`src/rtl/ps_cfg_pkg.sv`:
```
package ps_cfg_pkg;
  typedef enum logic [2:0] {
    ST_IDLE  = 3'd0,
    ST_PULSE = 3'd1,
    ST_WAIT  = 3'd2,
    ST_LOAD  = 3'd3,
    ST_TAIL  = 3'd4
  } seq_st_e;

  typedef enum logic [2:0] {
    E_NONE  = 3'd0,
    E_NOACK = 3'd1,
    E_SHORT = 3'd2,
    E_LONG  = 3'd3,
    E_DROP  = 3'd4,
    E_TMO   = 3'd5
  } err_e;
endpackage

```
`src/rtl/ps_cfg_sync.sv`:
```
module ps_cfg_sync #(
  parameter int   STAGES  = 2,
  parameter logic RST_VAL = 1'b1
) (
  input  logic clk_i,
  input  logic rst_ni,
  input  logic d_i,
  output logic q_o
);
  logic [STAGES-1:0] r_q;

  generate
    if (STAGES == 1) begin : g_one
      always_ff @(posedge clk_i or negedge rst_ni) begin
        if (!rst_ni) r_q <= RST_VAL;
        else         r_q <= d_i;
      end
    end else begin : g_chain
      always_ff @(posedge clk_i or negedge rst_ni) begin
        if (!rst_ni) r_q <= {STAGES{RST_VAL}};
        else         r_q <= {r_q[STAGES-2:0], d_i};
      end
    end
  endgenerate

  assign q_o = r_q[STAGES-1];
endmodule

```
`src/rtl/ps_cfg_tx.sv`:
```
module ps_cfg_tx #(
  parameter int   DATA_W   = 8,
  parameter int   CLK_DIV  = 4,
  parameter logic PARK_CLK = 1'b0,
  parameter logic PARK_DAT = 1'b1
) (
  input  logic              clk_i,
  input  logic              rst_ni,
  input  logic              en_i,
  input  logic              tail_i,
  input  logic              in_valid_i,
  input  logic [DATA_W-1:0] in_data_i,
  input  logic              in_last_i,
  output logic              in_ready_o,
  output logic              ser_clk_o,
  output logic              ser_dat_o,
  output logic              rise_o,
  output logic              empty_o,
  output logic              last_done_o
);
  localparam int BW  = $clog2(DATA_W + 1);
  localparam int DCW = (CLK_DIV > 1) ? $clog2(CLK_DIV) : 1;

  logic [DATA_W-1:0] sh_q, sh_nx;
  logic [BW-1:0]     bits_q;
  logic [DCW-1:0]    div_q;
  logic              hi_q, full_q, last_q, got_last_q, clk_q, dat_q;
  logic              accept, tick;

  assign sh_nx       = sh_q >> 1;
  assign in_ready_o  = en_i & ~full_q & ~got_last_q & ~tail_i;
  assign accept      = in_valid_i & in_ready_o;
  assign tick        = full_q & (div_q == DCW'(CLK_DIV - 1));
  assign rise_o      = tick & ~hi_q;
  assign last_done_o = tick & hi_q & last_q & (bits_q == BW'(1));
  assign empty_o     = ~full_q;
  assign ser_clk_o   = clk_q;
  assign ser_dat_o   = dat_q;

  always_ff @(posedge clk_i or negedge rst_ni) begin
    if (!rst_ni) begin
      sh_q       <= '0;
      bits_q     <= '0;
      div_q      <= '0;
      hi_q       <= 1'b0;
      full_q     <= 1'b0;
      last_q     <= 1'b0;
      got_last_q <= 1'b0;
      clk_q      <= PARK_CLK;
      dat_q      <= PARK_DAT;
    end else if (!en_i) begin
      full_q     <= 1'b0;
      last_q     <= 1'b0;
      got_last_q <= 1'b0;
      hi_q       <= 1'b0;
      div_q      <= '0;
      clk_q      <= PARK_CLK;
      dat_q      <= PARK_DAT;
    end else if (accept) begin
      sh_q       <= in_data_i;
      bits_q     <= BW'(DATA_W);
      full_q     <= 1'b1;
      last_q     <= in_last_i;
      got_last_q <= in_last_i;
      hi_q       <= 1'b0;
      div_q      <= '0;
      clk_q      <= 1'b0;
      dat_q      <= in_data_i[0];
    end else if (!full_q && tail_i) begin
      // one filler bit per load
      bits_q <= BW'(1);
      full_q <= 1'b1;
      last_q <= 1'b0;
      hi_q   <= 1'b0;
      div_q  <= '0;
      clk_q  <= 1'b0;
      dat_q  <= PARK_DAT;
    end else if (full_q) begin
      if (tick) begin
        div_q <= '0;
        if (!hi_q) begin
          clk_q <= 1'b1;
          hi_q  <= 1'b1;
        end else begin
          clk_q <= 1'b0;
          hi_q  <= 1'b0;
          if (bits_q == BW'(1)) begin
            full_q <= 1'b0;
          end else begin
            sh_q   <= sh_nx;
            dat_q  <= sh_nx[0];
            bits_q <= bits_q - BW'(1);
          end
        end
      end else begin
        div_q <= div_q + DCW'(1);
      end
    end else begin
      clk_q <= 1'b0;
    end
  end

  // data is settled before every rising clock edge
  p_dat_setup_r5: assert property (@(posedge clk_i) disable iff (!rst_ni)
    $rose(clk_q) |-> $stable(dat_q));

  // no rise straight out of a new load
  p_load_low_r5: assert property (@(posedge clk_i) disable iff (!rst_ni)
    (en_i && accept) |=> !clk_q);
endmodule

```
`src/rtl/ps_cfg_seq.sv`:
```
module ps_cfg_seq
  import ps_cfg_pkg::*;
#(
  parameter int LOW_CYC   = 50,
  parameter int ACK_CYC   = 52,
  parameter int STAT_MIN  = 4500,
  parameter int STAT_MAX  = 23000,
  parameter int TAIL_CLKS = 64
) (
  input  logic       clk_i,
  input  logic       rst_ni,
  input  logic       start_i,
  input  logic       stat_i,
  input  logic       done_i,
  input  logic       tx_rise_i,
  input  logic       tx_empty_i,
  input  logic       tx_last_done_i,
  output logic       reconf_no,
  output logic       tx_en_o,
  output logic       tx_tail_o,
  output logic       busy_o,
  output logic       done_o,
  output logic       err_o,
  output logic [2:0] err_code_o
);
  localparam int LOW_END = (LOW_CYC > ACK_CYC) ? LOW_CYC : ACK_CYC;
  localparam int CW      = $clog2(LOW_END + 1);
  localparam int SW      = $clog2(STAT_MAX + 2);
  localparam int TW      = $clog2(TAIL_CLKS + 2);

  seq_st_e       st_q;
  err_e          err_q;
  logic [CW-1:0] cnt_q;
  logic [SW-1:0] st_cnt_q;
  logic [TW-1:0] tail_q;
  logic          seen_s_q, seen_d_q, late_q, reconf_q, done_q;
  logic          ack_ok;

  assign ack_ok     = (seen_s_q | ~stat_i) & (seen_d_q | ~done_i);
  assign tx_en_o    = (st_q == ST_LOAD) || (st_q == ST_TAIL);
  assign tx_tail_o  = (st_q == ST_TAIL) && (tail_q < TW'(TAIL_CLKS));
  assign busy_o     = (st_q != ST_IDLE);
  assign reconf_no  = reconf_q;
  assign done_o     = done_q;
  assign err_o      = (err_q != E_NONE);
  assign err_code_o = err_q;

  always_ff @(posedge clk_i or negedge rst_ni) begin
    if (!rst_ni) begin
      st_q     <= ST_IDLE;
      err_q    <= E_NONE;
      cnt_q    <= '0;
      st_cnt_q <= '0;
      tail_q   <= '0;
      seen_s_q <= 1'b0;
      seen_d_q <= 1'b0;
      late_q   <= 1'b0;
      reconf_q <= 1'b1;
      done_q   <= 1'b0;
    end else begin
      case (st_q)
        ST_IDLE: begin
          if (start_i) begin
            st_q     <= ST_PULSE;
            reconf_q <= 1'b0;
            cnt_q    <= '0;
            st_cnt_q <= '0;
            seen_s_q <= 1'b0;
            seen_d_q <= 1'b0;
            late_q   <= 1'b0;
            done_q   <= 1'b0;
            err_q    <= E_NONE;
          end
        end
        ST_PULSE: begin
          cnt_q <= cnt_q + CW'(1);
          if (!stat_i) begin
            seen_s_q <= 1'b1;
            st_cnt_q <= st_cnt_q + SW'(1);
          end
          if (!done_i) seen_d_q <= 1'b1;
          if (cnt_q == CW'(ACK_CYC - 1) && !ack_ok) late_q <= 1'b1;
          // pulse always runs its full length, even on a missing answer
          if (cnt_q == CW'(LOW_END - 1)) begin
            reconf_q <= 1'b1;
            if (late_q || (cnt_q == CW'(ACK_CYC - 1) && !ack_ok)) begin
              st_q  <= ST_IDLE;
              err_q <= E_NOACK;
            end else begin
              st_q <= ST_WAIT;
            end
          end
        end
        ST_WAIT: begin
          if (stat_i) begin
            if (st_cnt_q < SW'(STAT_MIN)) begin
              st_q  <= ST_IDLE;
              err_q <= E_SHORT;
            end else begin
              st_q <= ST_LOAD;
            end
          end else if (st_cnt_q >= SW'(STAT_MAX)) begin
            st_q  <= ST_IDLE;
            err_q <= E_LONG;
          end else begin
            st_cnt_q <= st_cnt_q + SW'(1);
          end
        end
        ST_LOAD: begin
          if (!stat_i) begin
            st_q  <= ST_IDLE;
            err_q <= E_DROP;
          end else if (done_i) begin
            st_q   <= ST_IDLE;
            done_q <= 1'b1;
          end else if (tx_last_done_i) begin
            st_q   <= ST_TAIL;
            tail_q <= '0;
          end
        end
        ST_TAIL: begin
          if (!stat_i) begin
            st_q  <= ST_IDLE;
            err_q <= E_DROP;
          end else if (done_i) begin
            st_q   <= ST_IDLE;
            done_q <= 1'b1;
          end else begin
            if (tx_rise_i) tail_q <= tail_q + TW'(1);
            if (tail_q >= TW'(TAIL_CLKS) && tx_empty_i && !tx_rise_i) begin
              st_q  <= ST_IDLE;
              err_q <= E_TMO;
            end
          end
        end
        default: st_q <= ST_IDLE;
      endcase
    end
  end

  // independent count of request-low cycles
  logic [CW-1:0] mon_low_q;
  always_ff @(posedge clk_i or negedge rst_ni) begin
    if (!rst_ni)                           mon_low_q <= '0;
    else if (reconf_q)                     mon_low_q <= '0;
    else if (mon_low_q < CW'(LOW_END))     mon_low_q <= mon_low_q + CW'(1);
  end

  p_low_min_r2: assert property (@(posedge clk_i) disable iff (!rst_ni)
    $rose(reconf_no) |-> (mon_low_q >= CW'(LOW_CYC)));

  p_err_excl_r3: assert property (@(posedge clk_i) disable iff (!rst_ni)
    err_o |-> !done_o);

  p_flags_idle_r8: assert property (@(posedge clk_i) disable iff (!rst_ni)
    (done_o || err_o) |-> !busy_o);

  p_start_ignored_r10: assert property (@(posedge clk_i) disable iff (!rst_ni)
    (busy_o && reconf_no && start_i) |=> reconf_no);

  p_start_clears_r11: assert property (@(posedge clk_i) disable iff (!rst_ni)
    (!busy_o && start_i) |=> (!done_o && !err_o));
endmodule

```
`src/rtl/ps_cfg_host.sv`:
```
module ps_cfg_host #(
  parameter int   DATA_W      = 8,
  parameter int   CLK_DIV     = 4,
  parameter int   LOW_CYC     = 50,
  parameter int   ACK_CYC     = 52,
  parameter int   STAT_MIN    = 4500,
  parameter int   STAT_MAX    = 23000,
  parameter int   TAIL_CLKS   = 64,
  parameter int   SYNC_STAGES = 2,
  parameter logic PARK_CLK    = 1'b0,
  parameter logic PARK_DAT    = 1'b1
) (
  input  logic              clk_i,
  input  logic              rst_ni,
  input  logic              start_i,
  input  logic              in_valid_i,
  input  logic [DATA_W-1:0] in_data_i,
  input  logic              in_last_i,
  output logic              in_ready_o,
  input  logic              tgt_stat_ni,
  input  logic              tgt_done_i,
  output logic              reconf_no,
  output logic              ser_clk_o,
  output logic              ser_dat_o,
  output logic              busy_o,
  output logic              done_o,
  output logic              err_o,
  output logic [2:0]        err_code_o
);
  logic stat_s, done_s;
  logic tx_en, tx_tail, tx_rise, tx_empty, tx_last_done;

  ps_cfg_sync #(.STAGES(SYNC_STAGES), .RST_VAL(1'b1)) u_sync_stat (
    .clk_i (clk_i), .rst_ni(rst_ni), .d_i(tgt_stat_ni), .q_o(stat_s)
  );

  ps_cfg_sync #(.STAGES(SYNC_STAGES), .RST_VAL(1'b1)) u_sync_done (
    .clk_i (clk_i), .rst_ni(rst_ni), .d_i(tgt_done_i), .q_o(done_s)
  );

  ps_cfg_seq #(
    .LOW_CYC  (LOW_CYC),
    .ACK_CYC  (ACK_CYC),
    .STAT_MIN (STAT_MIN),
    .STAT_MAX (STAT_MAX),
    .TAIL_CLKS(TAIL_CLKS)
  ) u_seq (
    .clk_i         (clk_i),
    .rst_ni        (rst_ni),
    .start_i       (start_i),
    .stat_i        (stat_s),
    .done_i        (done_s),
    .tx_rise_i     (tx_rise),
    .tx_empty_i    (tx_empty),
    .tx_last_done_i(tx_last_done),
    .reconf_no     (reconf_no),
    .tx_en_o       (tx_en),
    .tx_tail_o     (tx_tail),
    .busy_o        (busy_o),
    .done_o        (done_o),
    .err_o         (err_o),
    .err_code_o    (err_code_o)
  );

  ps_cfg_tx #(
    .DATA_W  (DATA_W),
    .CLK_DIV (CLK_DIV),
    .PARK_CLK(PARK_CLK),
    .PARK_DAT(PARK_DAT)
  ) u_tx (
    .clk_i      (clk_i),
    .rst_ni     (rst_ni),
    .en_i       (tx_en),
    .tail_i     (tx_tail),
    .in_valid_i (in_valid_i),
    .in_data_i  (in_data_i),
    .in_last_i  (in_last_i),
    .in_ready_o (in_ready_o),
    .ser_clk_o  (ser_clk_o),
    .ser_dat_o  (ser_dat_o),
    .rise_o     (tx_rise),
    .empty_o    (tx_empty),
    .last_done_o(tx_last_done)
  );

  p_ready_load_r6: assert property (@(posedge clk_i) disable iff (!rst_ni)
    in_ready_o |-> (busy_o && reconf_no));

  p_clk_after_req_r4: assert property (@(posedge clk_i) disable iff (!rst_ni)
    $rose(ser_clk_o) |-> (busy_o && reconf_no));

  p_park_r8: assert property (@(posedge clk_i) disable iff (!rst_ni)
    (!busy_o && ($past(busy_o) == 1'b0)) |-> (ser_clk_o == PARK_CLK && ser_dat_o == PARK_DAT));
endmodule

```
`config.mk`:
```
export PLATFORM = sky130hd
export DESIGN_NAME = ps_cfg_host
export DESIGN_NICKNAME = d
export VERILOG_FILES = /design/src/rtl/ps_cfg_pkg.sv /design/src/rtl/ps_cfg_sync.sv /design/src/rtl/ps_cfg_tx.sv /design/src/rtl/ps_cfg_seq.sv /design/src/rtl/ps_cfg_host.sv
export SDC_FILE = /design/constraint.sdc
export NUM_CORES = 1
export LEC_CHECK = 0
export BUFFER_PORTS_ARGS = -buffer_cell sky130_fd_sc_hd__buf_2
export CORE_ASPECT_RATIO = 0.7
export CORE_UTILIZATION = 25
export DETAILED_ROUTE_END_ITERATION = 8
export PLACE_DENSITY = 0.41
export SLEW_MARGIN = 10
export SYNTH_ARGS = -nofsm -noshare
export SYNTH_HDL_FRONTEND = slang
export SYNTH_SLANG_ARGS = --single-unit
```
`constraint.sdc`:
```
create_clock -name clk_i -period 2.7 [get_ports clk_i]
set_input_delay 0.135 -clock clk_i [delete_from_list [all_inputs] [get_ports clk_i]]
set_output_delay 0.135 -clock clk_i [all_outputs]
set_load 0.005 [all_outputs]
```
==> results of run 1 <==
-- final timing paths --
path | startpoint | to | slack (ns) | cells after the start
worst max-delay path | u_seq.st_q[0] | u_seq.st_cnt_q[0] | 0.37 | 5
worst min-delay path | in_data_i[7] | u_tx.sh_q[7] | 0.03 | 2
worst max register to register | u_seq.st_q[0] | u_seq.st_cnt_q[0] | 0.37 | 5
worst min register to register | u_sync_stat.r_q[0] | u_sync_stat.r_q[1] | 0.36 | 0
max in group asynchronous | rst_ni | u_seq.cnt_q[5] | 1.67 | 3
min in group asynchronous | rst_ni | u_tx.sh_q[5] | 0.39 | 2
-- report_power, final --
part	leakage (nW)	internal (W)	switching, W	total [W]
Combinational	0.764	0.000344	0.000502	0.000846
Clock	0.130	0.000639	0.000417	0.00106
Sequential	0.810	0.00108	0.000175	0.00125
Total	1.70	0.00206	0.00109	0.00315
-- flip-flops by register name, summed over array words and instances (netlist names) --
signal and cells:
u_seq.st_cnt_q 15, u_seq.tail_q 7, u_tx.sh_q 7, u_seq.cnt_q 6
u_tx.bits_q 4, u_seq.err_code_o 3, u_seq.st_q 3, u_sync_done.r_q 2
u_sync_stat.r_q 2, u_tx.div_q 2, u_seq.done_o 1, u_seq.late_q 1
u_seq.reconf_no 1, u_seq.seen_d_q 1, u_seq.seen_s_q 1, u_tx.full_q 1
u_tx.got_last_q 1, u_tx.hi_q 1, u_tx.last_q 1, u_tx.ser_clk_o 1
u_tx.ser_dat_o 1
-- per-stage QoR --
step	cell area [um^2]	util, %	setup WS, ns
global placement	3680	27.9	0.408
finish	3990	30.3	0.370
global route	3990	30.3	0.137
floorplan	3390	-	0.786
CTS	3990	30.3	0.384
detailed placement	3680	27.9	0.400
-- cell usage after synthesis (all sizes together) (4+ instances only) --
library cell / count / area (um^2)
or3: 10 / 67.6
and3: 7 / 43.8
dfstp: 6 / 158
mux2: 7 / 78.8
nor3: 8 / 45.0
a31oi: 7 / 43.8
nor2: 23 / 86.3
a21o: 4 / 30.0
mux2i: 7 / 70.1
nand2: 37 / 139
o31ai: 6 / 45.0
nand2b: 8 / 50.1
a22o: 5 / 43.8
inv: 11 / 43.8
ha: 7 / 87.6
buf: 14 / 93.8
o21ai: 46 / 238
nor3b: 4 / 35.0
dfrtp: 56 / 1400
a21oi: 26 / 138
nand3: 15 / 75.1
nand4: 5 / 37.5
-- logic make-up (layout without fill, tap and decap cells) --
family                   count (synthesis)  count (layout)  share of synthesized area [%]
AO/OA/AOI/OAI                          112             112                           21.0
XOR/XNOR                                 1               1                          0.258
adder cells (fa/ha/maj)                  7               7                           2.58
buffers and inverters                   26              57                           4.17
flip-flops                              62              62                           46.0
multiplexers                            14              14                           4.39
AND/OR/NAND/NOR                        133             133                           21.7
-- metal layers --
layer | global-route usage [%] | vias to the layer above | part of all wire (%)
li1 | - | 1360 | -
met1 | 20.1 | 1288 | 58
met2 | 15.5 | 38 | 38
met3 | 3.47 | 8 | 3.2
met4 | 4.77 | 0 | 0.98
met5 | 0 | - | 0
-- layout make-up --
type / count / share of cell area (%)
inverter: 11 / 1.10
clock buffer: 10 / 5.99
multi-input combinational: 267 / 42.4
tap: 185 / 5.80
sequential: 62 / 39.1
timing repair buffer: 30 / 4.64
clock inverter: 6 / 0.941
-- worst reg2reg max path: stages, from the launching register on --
cell,delay [ns]
dfrtp_1,0.72
nor4b_2,0.13
o31a_1,0.17
a21oi_2,0.82
nand2b_1,0.27
o21ai_0,0.10
-- timing repair --
action,4_1_cts,5_1_grt
setup buffers,0,0
hold buffers,3,0
endpoints found under the hold margin,24,0
==> impl_table.tex, run 1 <==
\begin{tabular}{lr}
\hline
Metric & Value \\
\hline
\multicolumn{2}{l}{\textbf{Run status}} \\
\quad Status & complete, no violations \\
\multicolumn{2}{l}{\textbf{STA}} \\
\quad Crit share post-route & 86.3\% \\
\quad Final hold vios & 0 \\
\quad Crit path time final & roughly 2.3 ns \\
\quad Max transition margin & a little under a third \\
\quad Maximum clock frequency & approximately 430 MHz \\
\quad Actual transition at the worst max-transition pin & just over 1 ns \\
\quad Clk\_skew & 0.00444 ns \\
\quad Min Hold Slack & around 0.032 ns \\
\quad \# setup viols final & 0 \\
\quad Pins Over Slew Limit & 0 \\
\quad Setup TNS & 0 ns \\
\quad RSZ-0062 raised after global routing & no \\
\multicolumn{2}{l}{\textbf{Floorplanning}} \\
\quad I/O pin count & 25 \\
\quad Die W & between 100 and 150 um \\
\quad Area of the core & 0.0132 mm\^{}2 \\
\quad Initial core utilization & between 20\% and 30\% \\
\quad DIE HEIGHT & slightly below 100 um \\
\quad Row Count & 35 \\
\quad Die area & roughly 0.014 mm\^{}2 \\
\multicolumn{2}{l}{\textbf{Setup path}} \\
\quad Peak per-stage delay on the critical path & approximately 0.8 ns \\
\quad Critical path startpoint category & flop \\
\quad Delay-heaviest family, CP & compound AO/OA/AOI/OAI gates \\
\quad Arrival time at the worst endpoint & approximately 2.5 ns \\
\quad Req. time, crit path & between 2 and 3 ns \\
\quad Critical Path Sink Type & flop \\
\quad Cell with the biggest individual delay on the critical path & a21oi\_2 \\
\quad Cell Chain, Critical Path & nor4b\_2, o31a\_1, a21oi\_2, nand2b\_1, o21ai\_0 \\
\quad Buffer and inverter count on the worst path & 0 \\
\quad Largest fanout on the critical path & 28 \\
\quad Startpoint-to-endpoint class of the critical path & flop to flop \\
\multicolumn{2}{l}{\textbf{Synth}} \\
\quad Per-instance average area after synthesis & between 9 and 10 um\^{}2 \\
\quad Number of distinct library cells after synthesis & 63 \\
\quad Cell area after synthesis & between 0.003 and 0.004 mm\^{}2 \\
\quad Share of the yosys chip area belonging to registers & 46.0\% \\
\quad Post-synthesis register bit count & between 60 and 70 \\
\quad Count of synthesis-stage warnings from yosys & 0 \\
\quad Count of flip-flops with a built-in enable after synthesis & 0 \\
\quad Syn Nets & 377 \\
\quad Synthesized netlist cell count & approximately 360 \\
\quad Most frequently used flop master after synthesis & dfrtp\_1 \\
\quad Post-synthesis async set-or-reset flop share & between 90\% and 100\% \\
\multicolumn{2}{l}{\textbf{Pwr}} \\
\quad LEAKAGE & between 1.5 and 2 nW \\
\quad Largest voltage drop on the vdd net & 0.000375 V \\
\quad Power density over the cells & $\sim$790 mW/mm\^{}2 \\
\quad Tot Pwr & 0.00315 W \\
\multicolumn{2}{l}{\textbf{Finish}} \\
\quad Commonest cells after routing, fill and taps aside & 56 x dfrtp\_1, 37 x nand2\_1, 24 x o21ai\_1, 24 x a21oi\_1, 24 x buf\_2 \\
\quad Count of antenna diodes in the layout & 0 \\
\quad NumNets Final & 403 \\
\quad Area of all sequential standard cells & around 0.0016 mm\^{}2 \\
\quad Multi-input combinational cell area & approximately 0.0017 mm\^{}2 \\
\quad Number of filler cells placed in the layout & between 1000 and 1500 \\
\quad Proportion of layout cells with a drive suffix above 1 & between 10\% and 20\% \\
\quad Most common cell after layout, fill and taps aside & dfrtp\_1 \\
\quad Non-Filler Instances & between 500 and 600 \\
\quad Area Overhead vs Synth & 17.6\% \\
\multicolumn{2}{l}{\textbf{Global route}} \\
\quad Wire length of the first global-routing pass & around 13000 um \\
\quad Number of antenna violations at the first check in global routing & 0 \\
\quad Overall Global Routing Usage & 12.6\% \\
\quad Largest net degree at the start of global routing & 35 \\
\quad Total grt overflow & 0 \\
\quad Vias in the first global route & around 2500 \\
\multicolumn{2}{l}{\textbf{Clock tree}} \\
\quad Root cell of the clock tree & clkbuf\_16 \\
\quad Largest buffer count on any clock path & 2 \\
\quad Clk Latency, worst-skew pair & 0.33 ns \\
\quad Clock buffer count from CTS & 9 \\
\quad Total number of clock tree sinks & 62 \\
\quad Clock tree from TritonCTS & yes \\
\quad Number of instances resized during post-cts repair & 0 \\
\quad H-tree level count & 3 \\
\quad Clock-pin transition on the worst setup and hold timing paths & 0.05 ns \\
\multicolumn{2}{l}{\textbf{Placement}} \\
\quad Placed instance count & 552 \\
\quad DP Wirelength & roughly 5800 um \\
\quad Number of input and output port buffers inserted & 24 \\
\quad Weighted congestion reported at the end of routability-driven placement & 0.720 \\
\multicolumn{2}{l}{\textbf{Drt}} \\
\quad Average routed wire per standard cell & 14.0 um \\
\quad Total via count in the routed design & about 2700 \\
\quad Iter 0 DRT Violations & 208 \\
\quad First-pass iteration count of the detailed router & 4 \\
\quad DRT Wirelength & around 8000 um \\
\quad Residual antenna-violating net count after detailed routing & 0 \\
\quad Avg Vias per Cell & 4.72 \\
\quad Residual DRC count & 0 \\
\multicolumn{2}{l}{\textbf{Worst hold path}} \\
\quad Hold Path Class & input port to flop \\
\multicolumn{2}{l}{\textbf{Run}} \\
\quad Number of maximum-capacitance constraint violations & 0 \\
\hline
\end{tabular}
No activity file was read; power rests on OpenSTA's default activity.
==> run 2: changes to the inputs <==
--- a/config.mk
+++ b/config.mk
@@ -8,9 +8,11 @@
 export BUFFER_PORTS_ARGS = -buffer_cell sky130_fd_sc_hd__buf_2
 export CORE_ASPECT_RATIO = 0.7
 export CORE_UTILIZATION = 25
+export CTS_CLUSTER_SIZE = 24
 export DETAILED_ROUTE_END_ITERATION = 8
 export PLACE_DENSITY = 0.41
 export SLEW_MARGIN = 10
 export SYNTH_ARGS = -nofsm -noshare
 export SYNTH_HDL_FRONTEND = slang
+export SYNTH_HIERARCHICAL = 1
 export SYNTH_SLANG_ARGS = --single-unit
==> run 2 against run 1 <==
Net effect:
- the flow now finishes with violations (hold timing)
- critical path type unchanged
- clock power is 7% higher
- first-iteration DRC count rose by 32%
- hold slack worse by 0.054 ns
- sequential share of layout area decreased by 0.63 points
- count of clock-buffer cells in the layout stayed put
- die area down 1.6%
- routed wire length rose by 2.8%
- highest routed layer unchanged
- largest cell class unchanged
- register-to-register slack lost 0.20 ns
- maximum frequency fell by 7.7%
- utilization rose by 1.6 points
==> impl_table.tex, run 2 <==
\begin{tabular}{lr}
\hline
Metric & Value \\
\hline
\multicolumn{2}{l}{\textbf{Setup path}} \\
\quad Arrival time at the worst endpoint & 2.74 ns \\
\quad Startpoint of the most critical setup path & u\_seq/st\_cnt\_q[9] \\
\quad End of the critical path & u\_seq/err\_code\_o[0] \\
\quad Largest fanout on the critical path & 6 \\
\quad Reg-to-reg critical path endpoint & u\_seq/err\_code\_o[0] \\
\quad Critical path startpoint category & flop \\
\quad Critical Path Sink Type & flop \\
\quad R2R Path Start & u\_seq/st\_cnt\_q[9] \\
\quad Req. time, crit path & 2.91 ns \\
\quad R2R setup slack & between 0.15 and 0.2 ns \\
\quad Startpoint-to-endpoint class of the critical path & flop to flop \\
\quad Reg2Reg Depth & 6 \\
\multicolumn{2}{l}{\textbf{Placement}} \\
\quad Number of input and output port buffers inserted & 24 \\
\quad Weighted congestion reported at the end of routability-driven placement & slightly below 0.8 \\
\quad DP Wirelength & between 5000 and 6000 um \\
\quad Area of placed instances & between 0.003 and 0.004 mm\^{}2 \\
\multicolumn{2}{l}{\textbf{Synth}} \\
\quad Cell area after synthesis & 0.00334 mm\^{}2 \\
\quad Post-synthesis async set-or-reset flop share & 100\% \\
\quad Count of synthesis-stage warnings from yosys & 6 \\
\quad Syn Nets & roughly 390 \\
\quad Leading cell types by total area after synthesis & dfrtp\_1 42\%, nand2\_1 5.7\%, dfstp\_2 4.7\%, nor2\_1 3.9\%, a21oi\_1 3.6\% \\
\quad Share of the yosys chip area belonging to registers & a little under half \\
\quad Count leader, synth & dfrtp\_1 \\
\quad Post-synthesis register bit count & a little over 60 \\
\quad Count of flip-flops with a built-in enable after synthesis & 0 \\
\quad Largest area contributor in the netlist & dfrtp\_1 \\
\quad Synthesized netlist cell count & 367 \\
\quad Most frequently used flop master after synthesis & dfrtp\_1 \\
\quad Number of distinct library cells after synthesis & 54 \\
\quad Per-instance average area after synthesis & between 9 and 10 um\^{}2 \\
\quad Most numerous cell types in the synthesized netlist & 56 x dfrtp\_1, 51 x nand2\_1, 35 x nor2\_1 \\
\quad Area share of the largest cell type after synthesis & between 40 and 50\% \\
\multicolumn{2}{l}{\textbf{Global route}} \\
\quad Wire length of the first global-routing pass & approximately 14000 um \\
\quad Overall Global Routing Usage & 13.1\% \\
\quad Vias in the first global route & between 2000 and 3000 \\
\quad Largest net degree at the start of global routing & 63 \\
\quad Number of antenna violations at the first check in global routing & 0 \\
\quad Total grt overflow & 0 \\
\multicolumn{2}{l}{\textbf{Drt}} \\
\quad First-pass iteration count of the detailed router & 5 \\
\quad Residual antenna-violating net count after detailed routing & 0 \\
\quad Met3 wire len & 277 um \\
\quad Residual DRC count & 0 \\
\quad Total routed wire length on the met1 layer & 4570 um \\
\quad Total via count in the routed design & between 2000 and 3000 \\
\quad Average routed wire per standard cell & $\sim$14 um \\
\quad Top layer in use & met4 \\
\quad DRT Wirelength & between 8000 and 9000 um \\
\quad Avg Vias per Cell & about 4.9 \\
\quad Iter 0 DRT Violations & between 200 and 300 \\
\quad Routed wl met2 & between 3000 and 4000 um \\
\multicolumn{2}{l}{\textbf{STA}} \\
\quad Clk\_skew & about 0.0042 ns \\
\quad Max transition margin & between 40\% and 50\% \\
\quad Actual transition at the worst max-transition pin & 0.844 ns \\
\quad Maximum clock frequency & 396 MHz \\
\quad RSZ-0062 raised after global routing & no \\
\quad Final hold vios & 16 \\
\quad Min Hold Slack & -0.0221 ns \\
\quad \# setup viols final & 0 \\
\quad Crit path time final & 2.53 ns \\
\quad Pins Over Slew Limit & 0 \\
\quad Setup TNS & 0 ns \\
\quad Crit share post-route & roughly 94\% \\
\multicolumn{2}{l}{\textbf{Floorplanning}} \\
\quad I/O pin count & 25 \\
\quad Area of the core & 0.0127 mm\^{}2 \\
\quad Initial core utilization & 26.2\% \\
\quad Die W & between 100 and 150 um \\
\quad DIE HEIGHT & slightly below 100 um \\
\quad Row Count & 34 \\
\quad Die area & 0.0138 mm\^{}2 \\
\multicolumn{2}{l}{\textbf{Clock tree}} \\
\quad Clock buffer count from CTS & 9 \\
\quad Number of post-CTS setup repair buffers & 0 \\
\quad Clock tree from TritonCTS & yes \\
\quad H-tree level count & 3 \\
\quad Largest buffer count on any clock path & 2 \\
\quad Root cell of the clock tree & clkbuf\_16 \\
\quad Clock-pin transition on the worst setup and hold timing paths & 0.05 ns \\
\quad Total number of clock tree sinks & 62 \\
\quad Clk Latency, worst-skew pair & $\sim$0.33 ns \\
\multicolumn{2}{l}{\textbf{Finish}} \\
\quad Commonest cells after routing, fill and taps aside & 56 x dfrtp\_1, 51 x nand2\_1, 35 x nor2\_1 \\
\quad Area Overhead vs Synth & 21.5\% \\
\quad Number of filler cells placed in the layout & 1330 \\
\quad Registers with the most flip-flops & u\_seq/st\_cnt\_q: 15 flops, u\_seq/tail\_q: 7 flops, u\_tx/sh\_q: 7 flops \\
\quad Register with the most flip-flops & u\_seq/st\_cnt\_q \\
\quad Most common cell after layout, fill and taps aside & dfrtp\_1 \\
\quad Post-Layout Inst Area & $\sim$0.004 mm\^{}2 \\
\quad Count of antenna diodes in the layout & 0 \\
\quad Max reg flops & 15 \\
\quad NumNets Final & 430 \\
\quad Proportion of layout cells with a drive suffix above 1 & 18.6\% \\
\multicolumn{2}{l}{\textbf{Run}} \\
\quad Number of maximum-capacitance constraint violations & 0 \\
\multicolumn{2}{l}{\textbf{Pwr}} \\
\quad Power density over the cells & about 900 mW/mm\^{}2 \\
\quad LEAKAGE & about 1.7 nW \\
\quad Largest voltage drop on the vdd net & around 0.00032 V \\
\quad Tot Pwr & $\sim$0.0036 W \\
\multicolumn{2}{l}{\textbf{Run status}} \\
\quad Violated checks & hold timing \\
\quad Status & finished with violations \\
\multicolumn{2}{l}{\textbf{Worst hold path}} \\
\quad Hold Path Class & input port to asynchronous set/reset pin \\
\hline
\end{tabular}
-- run 2: area by class of cell --
type / count / area [um^2] / share of cell area, %
Multi-Input combinational cell: 280 / 1680 / 41.3
Tap cell: 162 / 203 / 5.00
Clock inverter: 6 / 62.6 / 1.54
Sequential cell: 62 / 1560 / 38.5
Clock buffer: 10 / 229 / 5.65
Inverter: 11 / 41.3 / 1.02
Timing Repair Buffer: 45 / 283 / 6.98
-- run 2: worst max-delay path: stages (launching register included) --
cell	delay [ns]
dfrtp_1	0.43
or4b_1	0.55
or4_1	0.50
o211ai_2	0.15
o31a_1	0.19
and4bb_2	0.28
mux2_1	0.32
-- run 2: power breakdown --
part	total (W)	internal, W	leakage (nW)	switching (W)
clock network	0.00113	0.000710	0.134	0.000419
registers	0.00134	0.00115	0.805	0.000191
logic	0.00117	0.000509	0.766	0.000662
total	0.00364	0.00237	1.71	0.00127
-- run 2: what timing repair did --
action                     in CTS  in global routing
hold endpoints to repair        2                  0
hold buffers                    2                  0
setup endpoints to repair       0                  4
gates resized for setup         0                  1
-- run 2: worst min path at each step --
stage / startpoint / endpoint / slack (ns) / cells past startpoint
floorplan: rst_ni / u_seq/cnt_q[0] / -0.16 / 0
global placement: tgt_stat_ni / u_sync_stat/r_q[0] / 0.24 / 1
detailed placement: tgt_done_i / u_sync_done/r_q[0] / 0.24 / 1
CTS: in_data_i[6] / u_tx/sh_q[6] / 0.0008 / 3
global route: in_data_i[2] / u_tx/sh_q[2] / 0.004 / 3
finish: rst_ni / u_tx/div_q[0] / -0.02 / 2
-- run 2: kinds of logic (layout without fill, tap and decap cells) --
kind of cell	count (synthesis)	in the layout	share of synthesized area, %
AOI/OAI and AO/OA	101	101	19.7
xor gates and xnor gates	3	3	0.788
adders and majority gates	6	6	2.25
buffers and inverters	25	72	3.19
DFF	62	62	46.7
muxes	14	14	4.35
and+or+nand+nor	156	156	23.0
-- run 2: layer usage --
metal | vias up | GRT usage (%)
met1 | 1367 | 19.8
met5 | - | 0
met3 | 7 | 3.55
li1 | 1420 | -
met2 | 36 | 17.6
met4 | 0 | 4.56
-- run 2: metrics by stage --
step	worst slack [ns]	utilization, %	instances	hold slack, ns
finish	0.174	31.9	576	-0.0221
detailed placement	0.200	29.4	558	0.242
floorplan	0.252	-	367	-0.161
global route	0.0539	31.9	576	0.00384
CTS	0.182	31.8	576	0.000843
global placement	0.244	29.4	558	0.241
